===== config.mk =====
export PLATFORM = sky130hd
export DESIGN_NAME = itag_ctrl
export DESIGN_NICKNAME = d
export VERILOG_FILES = /design/src/rtl/itc_pkg.sv /design/src/rtl/itc_cfg_regs.sv /design/src/rtl/itc_tag_store.sv /design/src/rtl/itc_way_match.sv /design/src/rtl/itc_recency.sv /design/src/rtl/itag_ctrl.sv
export SDC_FILE = /design/constraint.sdc
export NUM_CORES = 2
export LEC_CHECK = 0
export BUFFER_PORTS_ARGS = -buffer_cell sky130_fd_sc_hd__buf_2
export CAP_MARGIN = 20
export CELL_PAD_IN_SITES_DETAIL_PLACEMENT = 0
export CELL_PAD_IN_SITES_GLOBAL_PLACEMENT = 2
export CORE_ASPECT_RATIO = 0.8
export CORE_MARGIN = 2
export CORE_UTILIZATION = 43
export DETAILED_ROUTE_END_ITERATION = 16
export MAX_ROUTING_LAYER = met4
export PLACE_DENSITY = 0.79
export SLEW_MARGIN = 20
export SYNTH_ARGS = -nofsm -noshare
export SYNTH_HDL_FRONTEND = slang
export SYNTH_SLANG_ARGS = --single-unit

===== constraint.sdc =====
create_clock -name clk -period 8.3 [get_ports clk]
set_clock_uncertainty 0.1 [all_clocks]
set_input_delay 0.83 -clock clk [delete_from_list [all_inputs] [get_ports clk]]
set_output_delay 0.83 -clock clk [all_outputs]
set_load 0.005 [all_outputs]

===== src/rtl/itc_pkg.sv =====
package itc_pkg;

  localparam logic [2:0] SEL_CTRL = 3'd0;
  localparam logic [2:0] SEL_MASK = 3'd1;
  localparam logic [2:0] SEL_PF   = 3'd2;
  localparam logic [2:0] SEL_INV  = 3'd3;
  localparam logic [2:0] SEL_LOCK = 3'd4;

  // set index: line number modulo the set count
  function automatic logic [63:0] line_set(input logic [63:0] a, input int off_w,
                                           input int idx_w);
    return (a >> off_w) & ((64'd1 << idx_w) - 64'd1);
  endfunction

  // tag: line number divided by the set count
  function automatic logic [63:0] line_tag(input logic [63:0] a, input int off_w,
                                           input int idx_w);
    return a >> (off_w + idx_w);
  endfunction

endpackage


===== src/rtl/itc_cfg_regs.sv =====
module itc_cfg_regs import itc_pkg::*; #(
  parameter int WAYS   = 4,
  parameter int ADDR_W = 32
) (
  input  logic              clk,
  input  logic              rst_n,
  input  logic              cfg_wr,
  input  logic [2:0]        cfg_sel,
  input  logic [ADDR_W-1:0] cfg_wdata,
  input  logic              svc_pf,
  input  logic              svc_inv,
  input  logic              svc_lock,
  output logic              present,
  output logic              enable,
  output logic [WAYS-1:0]   way_mask,
  output logic [ADDR_W-1:0] pf_addr,
  output logic [ADDR_W-1:0] inv_addr,
  output logic [2:0]        pending
);

  logic [ADDR_W-1:0] lock_addr;

  always_ff @(posedge clk or negedge rst_n) begin
    if (!rst_n) begin
      present  <= 1'b1;
      enable   <= 1'b1;
      way_mask <= '1;
    end else if (cfg_wr) begin
      if (cfg_sel == SEL_CTRL) begin
        present <= cfg_wdata[0];
        enable  <= cfg_wdata[1];
      end
      if (cfg_sel == SEL_MASK) way_mask <= cfg_wdata[WAYS-1:0];
    end
  end

  // service clears first; a write in the same cycle wins
  always_ff @(posedge clk or negedge rst_n) begin
    if (!rst_n) begin
      pf_addr   <= '0;
      inv_addr  <= '0;
      lock_addr <= '0;
    end else begin
      if (svc_pf)   pf_addr   <= '0;
      if (svc_inv)  inv_addr  <= '0;
      if (svc_lock) lock_addr <= '0;
      if (cfg_wr && cfg_sel == SEL_PF)   pf_addr   <= cfg_wdata;
      if (cfg_wr && cfg_sel == SEL_INV)  inv_addr  <= cfg_wdata;
      if (cfg_wr && cfg_sel == SEL_LOCK) lock_addr <= cfg_wdata;
    end
  end

  assign pending = {|lock_addr, |inv_addr, |pf_addr};

endmodule


===== src/rtl/itc_tag_store.sv =====
module itc_tag_store #(
  parameter int WAYS  = 4,
  parameter int SETS  = 16,
  parameter int TAG_W = 24,
  parameter int CNT_W = 2,
  localparam int IDX_W = $clog2(SETS),
  localparam int WAY_W = $clog2(WAYS)
) (
  input  logic                        clk,
  input  logic                        rst_n,
  input  logic [IDX_W-1:0]            set_idx,
  input  logic                        tag_we,
  input  logic [WAY_W-1:0]            tag_way,
  input  logic [TAG_W-1:0]            tag_wdata,
  input  logic                        cnt_we,
  input  logic [WAYS-1:0][CNT_W-1:0]  cnt_wdata,
  output logic [WAYS-1:0][TAG_W-1:0]  rd_tags,
  output logic [WAYS-1:0][CNT_W-1:0]  rd_cnts
);

  logic [WAYS-1:0][TAG_W-1:0] all_tags [SETS];
  logic [WAYS-1:0][CNT_W-1:0] all_cnts [SETS];

  for (genvar s = 0; s < SETS; s++) begin : g_set
    logic [WAYS-1:0][TAG_W-1:0] tags_r;
    logic [WAYS-1:0][CNT_W-1:0] cnts_r;
    logic sel;
    assign sel = (set_idx == IDX_W'(s));

    always_ff @(posedge clk or negedge rst_n) begin
      if (!rst_n) begin
        tags_r <= '1;
        cnts_r <= '0;
      end else begin
        if (tag_we && sel) tags_r[tag_way] <= tag_wdata;
        if (cnt_we && sel) cnts_r <= cnt_wdata;
      end
    end

    assign all_tags[s] = tags_r;
    assign all_cnts[s] = cnts_r;
  end

  assign rd_tags = all_tags[set_idx];
  assign rd_cnts = all_cnts[set_idx];

endmodule


===== src/rtl/itc_way_match.sv =====
module itc_way_match #(
  parameter int WAYS  = 4,
  parameter int TAG_W = 24,
  localparam int WAY_W = $clog2(WAYS)
) (
  input  logic [WAYS-1:0][TAG_W-1:0] tags,
  input  logic [TAG_W-1:0]           tag_in,
  output logic                       hit,
  output logic [WAY_W-1:0]           hit_way
);

  logic [WAYS-1:0] match;

  for (genvar w = 0; w < WAYS; w++) begin : g_cmp
    assign match[w] = (tags[w] == tag_in);
  end

  // lowest matching way wins
  always_comb begin
    hit_way = '0;
    for (int i = WAYS - 1; i >= 0; i--) begin
      if (match[i]) hit_way = WAY_W'(i);
    end
  end

  assign hit = |match;

endmodule


===== src/rtl/itc_recency.sv =====
module itc_recency #(
  parameter int WAYS    = 4,
  parameter int USTATES = 4,
  localparam int WAY_W  = $clog2(WAYS),
  localparam int CNT_W  = $clog2(USTATES)
) (
  input  logic [WAYS-1:0][CNT_W-1:0] cnts,
  input  logic [WAYS-1:0]            mask,
  input  logic                       hit,
  input  logic [WAY_W-1:0]           hit_way,
  output logic [WAY_W-1:0]           victim,
  output logic [WAYS-1:0][CNT_W-1:0] new_cnts
);

  localparam logic [CNT_W-1:0] CNT_MAX = CNT_W'(USTATES - 1);

  // strictly smaller replaces, so ties keep the lowest way
  always_comb begin
    logic [CNT_W-1:0] least;
    victim = '0;
    least  = cnts[0];
    for (int i = 1; i < WAYS; i++) begin
      if (cnts[i] < least) begin
        least  = cnts[i];
        victim = WAY_W'(i);
      end
    end
  end

  always_comb begin
    logic [CNT_W-1:0] ref_cnt;
    ref_cnt = cnts[hit_way];
    for (int i = 0; i < WAYS; i++) begin
      new_cnts[i] = cnts[i];
      if (hit) begin
        if (WAY_W'(i) == hit_way)
          new_cnts[i] = CNT_MAX;
        else if (mask[i] && cnts[i] > ref_cnt)
          new_cnts[i] = cnts[i] - CNT_W'(1);
      end else begin
        if (WAY_W'(i) == victim)
          new_cnts[i] = CNT_MAX;
        else if (mask[i] && cnts[i] != '0)
          new_cnts[i] = cnts[i] - CNT_W'(1);
      end
    end
  end

endmodule


===== src/rtl/itag_ctrl.sv =====
module itag_ctrl import itc_pkg::*; #(
  parameter int WAYS        = 4,
  parameter int SETS        = 16,
  parameter int BLOCK_BYTES = 16,
  parameter int USTATES     = 4,
  parameter int ADDR_W      = 32,
  localparam int WAY_W      = $clog2(WAYS)
) (
  input  logic              clk,
  input  logic              rst_n,
  input  logic              fetch_valid,
  input  logic [ADDR_W-1:0] fetch_addr,
  input  logic              cfg_wr,
  input  logic [2:0]        cfg_sel,
  input  logic [ADDR_W-1:0] cfg_wdata,
  output logic              resp_valid,
  output logic              resp_hit,
  output logic              resp_miss,
  output logic [WAY_W-1:0]  resp_way,
  output logic [2:0]        cmd_pending
);

  localparam int OFF_W = $clog2(BLOCK_BYTES);
  localparam int IDX_W = $clog2(SETS);
  localparam int TAG_W = ADDR_W - OFF_W - IDX_W;
  localparam int CNT_W = $clog2(USTATES);

  logic              present, enable, cache_active;
  logic [WAYS-1:0]   way_mask;
  logic [ADDR_W-1:0] pf_addr, inv_addr, op_addr;
  logic              is_pf, is_inv, is_lock, is_fetch;
  logic [IDX_W-1:0]  op_set;
  logic [TAG_W-1:0]  op_tag;

  logic [WAYS-1:0][TAG_W-1:0] set_tags;
  logic [WAYS-1:0][CNT_W-1:0] set_cnts, next_cnts;
  logic                       hit;
  logic [WAY_W-1:0]           hit_way, victim;

  // named internal events
  logic do_lookup, fill_en, inval_en, cnt_we, tag_we;
  logic [WAY_W-1:0] tag_way;
  logic [TAG_W-1:0] tag_wdata;

  itc_cfg_regs #(.WAYS(WAYS), .ADDR_W(ADDR_W)) u_cfg (
    .clk(clk), .rst_n(rst_n), .cfg_wr(cfg_wr), .cfg_sel(cfg_sel), .cfg_wdata(cfg_wdata),
    .svc_pf(is_pf), .svc_inv(is_inv), .svc_lock(is_lock),
    .present(present), .enable(enable), .way_mask(way_mask),
    .pf_addr(pf_addr), .inv_addr(inv_addr), .pending(cmd_pending)
  );

  // fetch first, then prefetch, invalidate, lock
  always_comb begin
    is_fetch = fetch_valid;
    is_pf    = !fetch_valid && cmd_pending[0];
    is_inv   = !fetch_valid && !cmd_pending[0] && cmd_pending[1];
    is_lock  = !fetch_valid && !cmd_pending[0] && !cmd_pending[1] && cmd_pending[2];
    if (fetch_valid)         op_addr = fetch_addr;
    else if (cmd_pending[0]) op_addr = pf_addr;
    else                     op_addr = inv_addr;
    op_set = IDX_W'(line_set(64'(op_addr), OFF_W, IDX_W));
    op_tag = TAG_W'(line_tag(64'(op_addr), OFF_W, IDX_W));
  end

  itc_tag_store #(.WAYS(WAYS), .SETS(SETS), .TAG_W(TAG_W), .CNT_W(CNT_W)) u_store (
    .clk(clk), .rst_n(rst_n), .set_idx(op_set),
    .tag_we(tag_we), .tag_way(tag_way), .tag_wdata(tag_wdata),
    .cnt_we(cnt_we), .cnt_wdata(next_cnts),
    .rd_tags(set_tags), .rd_cnts(set_cnts)
  );

  itc_way_match #(.WAYS(WAYS), .TAG_W(TAG_W)) u_match (
    .tags(set_tags), .tag_in(op_tag), .hit(hit), .hit_way(hit_way)
  );

  itc_recency #(.WAYS(WAYS), .USTATES(USTATES)) u_lru (
    .cnts(set_cnts), .mask(way_mask), .hit(hit), .hit_way(hit_way),
    .victim(victim), .new_cnts(next_cnts)
  );

  always_comb begin
    cache_active = present && enable;
    do_lookup    = (is_fetch || is_pf) && cache_active;
    fill_en      = do_lookup && !hit;
    cnt_we       = do_lookup;
    inval_en     = is_inv && present && hit && way_mask[hit_way];
    tag_we       = fill_en || inval_en;
    tag_way      = fill_en ? victim : hit_way;
    tag_wdata    = fill_en ? op_tag : '1;
  end

  always_ff @(posedge clk or negedge rst_n) begin
    if (!rst_n) begin
      resp_valid <= 1'b0;
      resp_hit   <= 1'b0;
      resp_miss  <= 1'b0;
      resp_way   <= '0;
    end else begin
      resp_valid <= fetch_valid;
      resp_hit   <= fetch_valid && cache_active && hit;
      resp_miss  <= fetch_valid && cache_active && !hit;
      resp_way   <= !(fetch_valid && cache_active) ? '0 : (hit ? hit_way : victim);
    end
  end

endmodule


Yosys cells after proc, flatten, opt, wreduce, memory -nomap -nowiden
Index checks and enable logic that the tools add are counted.

Register bits after elaboration: 1771. Input bits: 71. Logic and storage cells: 333.

Add/subtract/negate cells: 4. Magnitude comparators: 11. Eq/ne operators: 29. Multiplexer cells: 69. Bitwise operators: 1. Reductions and logical operators: 81.

Operator list (number): $bwmux 96 (16); $bmux 96 s4 (1); $mux 32 (8); $mux 96 (2); $eq 24x24->1 (4); $reduce_or 32->1 (3); $mux 2 (32); $logic_and 1x1->1 (58); $demux 24 s2 (1); $mux 24 (2); $bmux 8 s4 (1); $eq 4x4->1 const B (8); $eq 4x3->1 const B (4); $mux 8 (2); $reduce_bool 2->1 (7); $eq 2x2->1 const A (4); $eq 4x2->1 const B (2); $gt 2x2->1 (4); $sub 2x1->2 const B (4); $eq 3x2->1 const B (2); $lt 2x2->1 (3); $lt 2x3->1 const B (2); $ge 5x5->1 const B (1); $not 4->5 (1); 15 further kinds (23).

Longest topological paths before layout
Depth in word-level cells: 19. Mapped depth: 37. Depth with buffers taken out: 24.

Modules after synthesis
A second synthesis with hierarchy kept.

Cell total of the unflattened synthesis: 5478. Area, all modules: 84990.3 µm².

By module, submodules not included: itc_tag_store (times used 1, cells an instance 4634, area each 77514.3 µm², sequential area each 43561.8 µm²); itc_cfg_regs (times used 1, cells an instance 464, area each 4531.8 µm², sequential area each 2560.0 µm²); itag_ctrl (times used 1, cells an instance 145, area each 1098.6 µm², sequential area each 125.1 µm²); itc_way_match (times used 1, cells an instance 134, area each 1089.8 µm², sequential area each 0.0 µm²); itc_recency (times used 1, cells an instance 101, area each 755.7 µm², sequential area each 0.0 µm²).

Worst setup path before layout
No wires, ideal clock.

Kind: in2reg. Start: input port fetch_valid. End: register u_store.g_set[7].tags_r (netlist bit u_store.all_tags[835]). Library setup time: 0.082 ns. Arrival: 7.022 ns. Data required time: 8.118 ns. Setup slack: 1.096 ns. Stages on the path: 33. Buffers on the path: 13. Path through: buf_2 nand2b_1 and2_0 buf_2 a31oi_4 clkbuf_1 buf_4 buf_4 buf_2 buf_2 buf_2 buf_1 clkbuf_1 nand2_1 a311oi_1 a31oi_1 mux2_2 inv_1 ha_1 ha_1 inv_1 ha_1 o41ai_2 nor2b_1 nor2_1 o21ai_1 nor3_2 nor2_1 buf_2 buf_4 nor3_4 buf_4 mux2_2.

Cells in the longest elaborated chain, start to end: 17. Elaborated cells on any way between the ends: 49. Classes of those cells: 5 x order compare; 5 x eq/ne; 23 x mux; 1 x bitwise; 15 x reduce/logical.

RTL lines: start: declaration (line itag_ctrl.sv:11) `input logic fetch_valid,`; $mux 32 (line itag_ctrl.sv:58) `if (fetch_valid) op_addr = fetch_addr;`; $not 4->5 (not written as such) (line itc_tag_store.sv:44, itc_tag_store.sv:45); $bmux 8 s4 (line itc_tag_store.sv:45) `assign rd_cnts = all_cnts[set_idx];`; $mux 8 (not written as such) (2 in a row) (line itc_tag_store.sv:45); $lt 2x2->1 (line itc_recency.sv:23) `if (cnts[i] < least) begin`; $mux 2 (line itc_recency.sv:23); $lt 2x2->1 (line itc_recency.sv:23); $mux 2 (line itc_recency.sv:23); $lt 2x2->1 (line itc_recency.sv:23); $mux 2 (line itc_recency.sv:23); $mux 2 (line itag_ctrl.sv:88) `tag_way = fill_en ? victim : hit_way;`; $lt 2x3->1 (not written as such) / $ge 2x1->1 (equally long branches) (line itc_tag_store.sv:35) `if (tag_we && sel) tags_r[tag_way] <= tag_wdata;`; $logic_and 1x1->1 (not written as such) (line itc_tag_store.sv:35); $mux 24 (not written as such) (line itc_tag_store.sv:35); $demux 24 s2; $bwmux 96 (line itc_tag_store.sv:35); end signal: indexed assignment (line itc_tag_store.sv:35); end: declaration (line itc_tag_store.sv:25) `logic [WAYS-1:0][TAG_W-1:0] tags_r;`.

Parallel ways exist; a longest one is shown, timed or not. The select of a mux whose other input is x is not followed. A chain may end at the register's enable or synchronous reset.

Final worst setup path
Start: register u_cfg.pf_addr[25]. End: register u_store.g_set[1].cnts_r (netlist bit u_store.all_cnts[114]).

Cells in the longest elaborated chain, start to end: 19. Elaborated cells on any way between the ends: 46. Classes of those cells: 1 x add/sub; 4 x order compare; 7 x eq/ne; 24 x mux; 1 x bitwise; 9 x reduce/logical.

RTL lines: start: declaration (line itc_cfg_regs.sv:16) `output logic [ADDR_W-1:0] pf_addr,`; start signal: assignment (line itc_cfg_regs.sv:47) `if (cfg_wr && cfg_sel == SEL_PF) pf_addr <= cfg_wdata;`; $reduce_or 32->1 (line itc_cfg_regs.sv:53) `assign pending = {|lock_addr, |inv_addr, |pf_addr};`; $mux 32 (line itag_ctrl.sv:59) `else if (cmd_pending[0]) op_addr = pf_addr;`; $mux 32 (line itag_ctrl.sv:58); $not 4->5 (not written as such) (line itc_tag_store.sv:44, itc_tag_store.sv:45); $bmux 96 s4 (line itc_tag_store.sv:44) `assign rd_tags = all_tags[set_idx];`; $mux 96 (not written as such) (2 in a row) (line itc_tag_store.sv:44); $eq 24x24->1 (line itc_way_match.sv:15) `assign match[w] = (tags[w] == tag_in);`; $mux 2 (4 in a row) (line itc_way_match.sv:22) `if (match[i]) hit_way = WAY_W'(i);`; $bmux 2 s2 (line itc_recency.sv:32) `ref_cnt = cnts[hit_way];`; $mux 2 (not written as such) (line itc_recency.sv:32); $gt 2x2->1 (line itc_recency.sv:38) `else if (mask[i] && cnts[i] > ref_cnt)`; $logic_and 1x1->1 (line itc_recency.sv:38); $mux 2 (line itc_recency.sv:38); $mux 2 (line itc_recency.sv:36) `if (WAY_W'(i) == hit_way)`; $mux 2 (line itc_recency.sv:35) `if (hit) begin`; end signal: assignment (line itc_tag_store.sv:36) `if (cnt_we && sel) cnts_r <= cnt_wdata;`; end: declaration (line itc_tag_store.sv:26) `logic [WAYS-1:0][CNT_W-1:0] cnts_r;`.

Parallel ways exist; a longest one is shown, timed or not. The select of a mux whose other input is x is not followed.

==> metrics.cfg <==
[outcome]
status = completed

[finish]
nFillCells = 17800
regArea_mm2 = 0.0462
postLayoutCellArea_mm2 = 0.0980
final_cells = 10600
utilization = 0.494
multi_input_comb_area_mm2 = 0.0366
area_growth_syn_to_layout_pct = 14.1
nets = 7908
drive_gt1_frac = 0.438

[die]
start_util = 0.433
die_area_mm2 = 0.203
core_region_area_mm2 = 0.198
die_w_um = 504
std_cell_rows = 146
die_h_um = 404
num_io_pins = 79

[place]
dpl.hpwl_mm = 195
place_area_mm2 = 0.0919
gp_congestion = 0.892
place_inst = 10300
portBuffers = 74

[synthesis]
synth_ff_type = dfstp_2
synthTopCellsByArea = dfstp_2 (47%), mux2_2 (12%), dfrtp_1 (6.7%)
syn-mean-instance-area_um2 = 10.9
synth_top_family_by_area = multiplexers
synth_nets = 7937
ys_types = 91
syn_inst = 7853
synthAdderAreaFrac = 0.00213
ys_seq_elements = 1771
synth_mux_area_frac = 0.179
yosysTopAreaCell = dfstp_2
async_flop_share = 1.00
synth-simple-area-share = 0.121
synth_top_cell_area_share = 0.472
synthXorXnorAreaFrac = 0.0108
synth_edf_count = 0
synth-compound-area-share = 0.108
yosysSeqAreaShare = 0.538
synth_area_mm2 = 0.0859
ys_warn_count = 0

[grt]
grt_pass1_wl_mm = 455
antenna_found_initial = 20
grt_pass1_vias = 62600
grt_max_degree = 180
grtUsageTotal = 0.315
gr-total-overflow = 0

[sta]
maxClockFrequency_ghz = 0.126
setup_viol = 0
relSlewSlack = 0.206
final.period_utilization = 0.953
hold_viol = 0
tightest_slew_ps = 1190
layout_min_cycle_time_ps = 7910
fin_setup_tns_ps = 0
rsz0062_at_grt = no
hold_ws_ps = 155
slew_violations = 0

[setup_path]
crit_type = reg2reg
startpoint_type = flip-flop
crit_required_ps = 8900
cp_max_fo = 24
endpoint_kind = flip-flop
crit_arrival_ps = 8520
cp_slowest_cell = nand2_2
max_stage_delay_ps = 630

[detailed_routing]
route.detailed.drc = 0
wl_per_cell_um = 29.4
dr_total_vias = 64000
wirelength_mm = 313
ant_nets = 0
drt_first_pass_iters = 6
drt_iter0_markers = 7038
via_per_inst = 6.01

[cts]
cts_sinks = 1771
clock_path_buffers = 3
h-tree-depth = 4
cts_buffers = 183
cts_tree = built
clk_latency_ps = 840
root_buffer = clkbuf_16
cts_setup_buffers = 0
cts.clk_slew.worst_paths_ps = 70

[pwr]
ir_worst_vdd_uv = 235
powerDensity_mw_per_mm2 = 296
p_leak_uw = 0.0396

[flow_run]
maxCapViolations = 0

[min_path]
hp-class = in2reg

## through the flow
stage | setup slack [ps] | power (uW)
2_1_floorplan | 1100 | 17500
6_report | 388 | 29000
3_5_place_dp | -273 | 20600
5_1_grt | 19.4 | 30400
3_3_place_gp | -345 | 20300
4_1_cts | 68.5 | 29100
## worst max-delay path: cells and delay by family (launching register included)
family / cells / cell delay, ps
adder cells (fa/ha/maj): 1 / 310
buffers and inverters: 3 / 700
AND/OR/NAND/NOR: 13 / 3880
AO/OA/AOI/OAI: 7 / 1590
XOR/XNOR: 1 / 190
flip-flops: 1 / 410
multiplexers: 2 / 530
## path summary, 6_finish.rpt
kind	startpoint	to	slack [ps]	cells after the start
min reg2reg	u_store.all_tags[1411]$_DFFE_PN1P_	u_store.all_tags[1411]$_DFFE_PN1P_	360	2
max in group asynchronous	rst_n	u_store.all_tags[358]$_DFFE_PN1P_	5470	4
max	u_cfg.pf_addr[25]$_DFFE_PN0P_	u_store.all_cnts[114]$_DFFE_PN0P_	390	27
min in group asynchronous	rst_n	u_cfg.inv_addr[26]$_DFFE_PN0P_	480	2
max reg2reg	u_cfg.pf_addr[25]$_DFFE_PN0P_	u_store.all_cnts[114]$_DFFE_PN0P_	390	27
min	cfg_wdata[18]	u_cfg.inv_addr[18]$_DFFE_PN0P_	150	3
## Yosys cell counts, types with 15 or more instances
library cell  count
dfstp_2        1542
nand3_1         333
nor3_1           27
o21ai_0         562
xnor2_1          66
a2111oi_0        22
a32o_1           15
dfrtp_1         229
a22o_1           67
clkbuf_1        355
and2_1           22
a32oi_1          28
inv_1            40
and3_1          159
nor4_1           30
a221oi_1         24
a21oi_1         294
o31ai_1          40
buf_2           239
mux2_2          891
nand4_1          36
nand2_1        1376
buf_1            42
a311oi_1         62
a22oi_1          21
buf_4            80
mux4_2           39
mux2i_1         257
xor2_1           40
o21ai_1          24
mux2_1           93
a211oi_1        133
nor2_1          306
a31oi_1          98
mux2_4           55
## power by group
group / switching, uW / leakage (uW) / internal, uW
sequential: 1010 / 0.0190 / 11800
combinational: 4650 / 0.0176 / 3100
clock: 3630 / 0.00300 / 4820
total: 9300 / 0.0396 / 19700
## state kept, by name, summed over array words and instances (netlist names)
name	count
resp_hit	1
resp_miss	1
resp_valid	1
resp_way	2
u_cfg.enable	1
u_cfg.inv_addr	32
u_cfg.lock_addr	32
u_cfg.pf_addr	32
u_cfg.present	1
u_cfg.way_mask	4
u_store.all_cnts	128
u_store.all_tags	1536
## area by class of cell
class                      instances  share of cell area
antenna                            4            0.000102
clock buffer                     270              0.0548
clock inverter                    66             0.00700
inverter                          40             0.00153
multi-input combinational       5313               0.374
sequential                      1771               0.472
tap                             2664              0.0340
timing repair buffer             515              0.0567
## logic make-up (layout without fill, tap and decap cells)
kind of cell / count (synthesis) / count (layout)
and+or+nand+nor: 2373 / 2373
xor gates and xnor gates: 106 / 106
DFF: 1771 / 1771
adders and majority gates: 15 / 15
AOI/OAI and AO/OA: 1484 / 1484
other: 0 / 4
buffers and inverters: 769 / 891
muxes: 1335 / 1335
## timing repair
item | CTS | global route
hold buffers | 1 | 0
pin swaps | 0 | 1
gates cloned | 0 | 0
endpoints found under the hold margin | 35 | 0
resized for setup | 2 | 7
setup endpoints to repair | 80 | 834
## placed cells by master (no fill, tap or decap), types with 42 or more instances in the layout
| master | netlist | routed |
|---|---|---|
| a211oi_1 | 133 | 132 |
| a21oi_1 | 294 | 280 |
| a22o_1 | 67 | 67 |
| a311oi_1 | 62 | 62 |
| a31oi_1 | 98 | 98 |
| and3_1 | 159 | 155 |
| buf_12 | 0 | 149 |
| buf_2 | 239 | 73 |
| buf_4 | 80 | 291 |
| clkbuf_1 | 355 | 43 |
| clkbuf_16 | 0 | 185 |
| clkbuf_8 | 0 | 42 |
| dfrtp_1 | 229 | 229 |
| dfstp_2 | 1542 | 1542 |
| mux2_1 | 93 | 93 |
| mux2_2 | 891 | 891 |
| mux2_4 | 55 | 55 |
| mux2i_1 | 257 | 257 |
| nand2_1 | 1376 | 1356 |
| nand3_1 | 333 | 316 |
| nor2_1 | 306 | 277 |
| o21ai_0 | 562 | 558 |
| xnor2_1 | 66 | 66 |
## layer usage
| layer | wire length (um) | up-vias | global-route usage |
|---|---|---|---|
| met5 | 0 | - | - |
| met4 | 8640 | 0 | 0.0822 |
| met3 | 26300 | 465 | 0.0666 |
| met2 | 135000 | 2478 | 0.449 |
| met1 | 143000 | 33400 | 0.453 |
| li1 | - | 27600 | - |
Note: power is estimated with default switching activity, not from simulation.
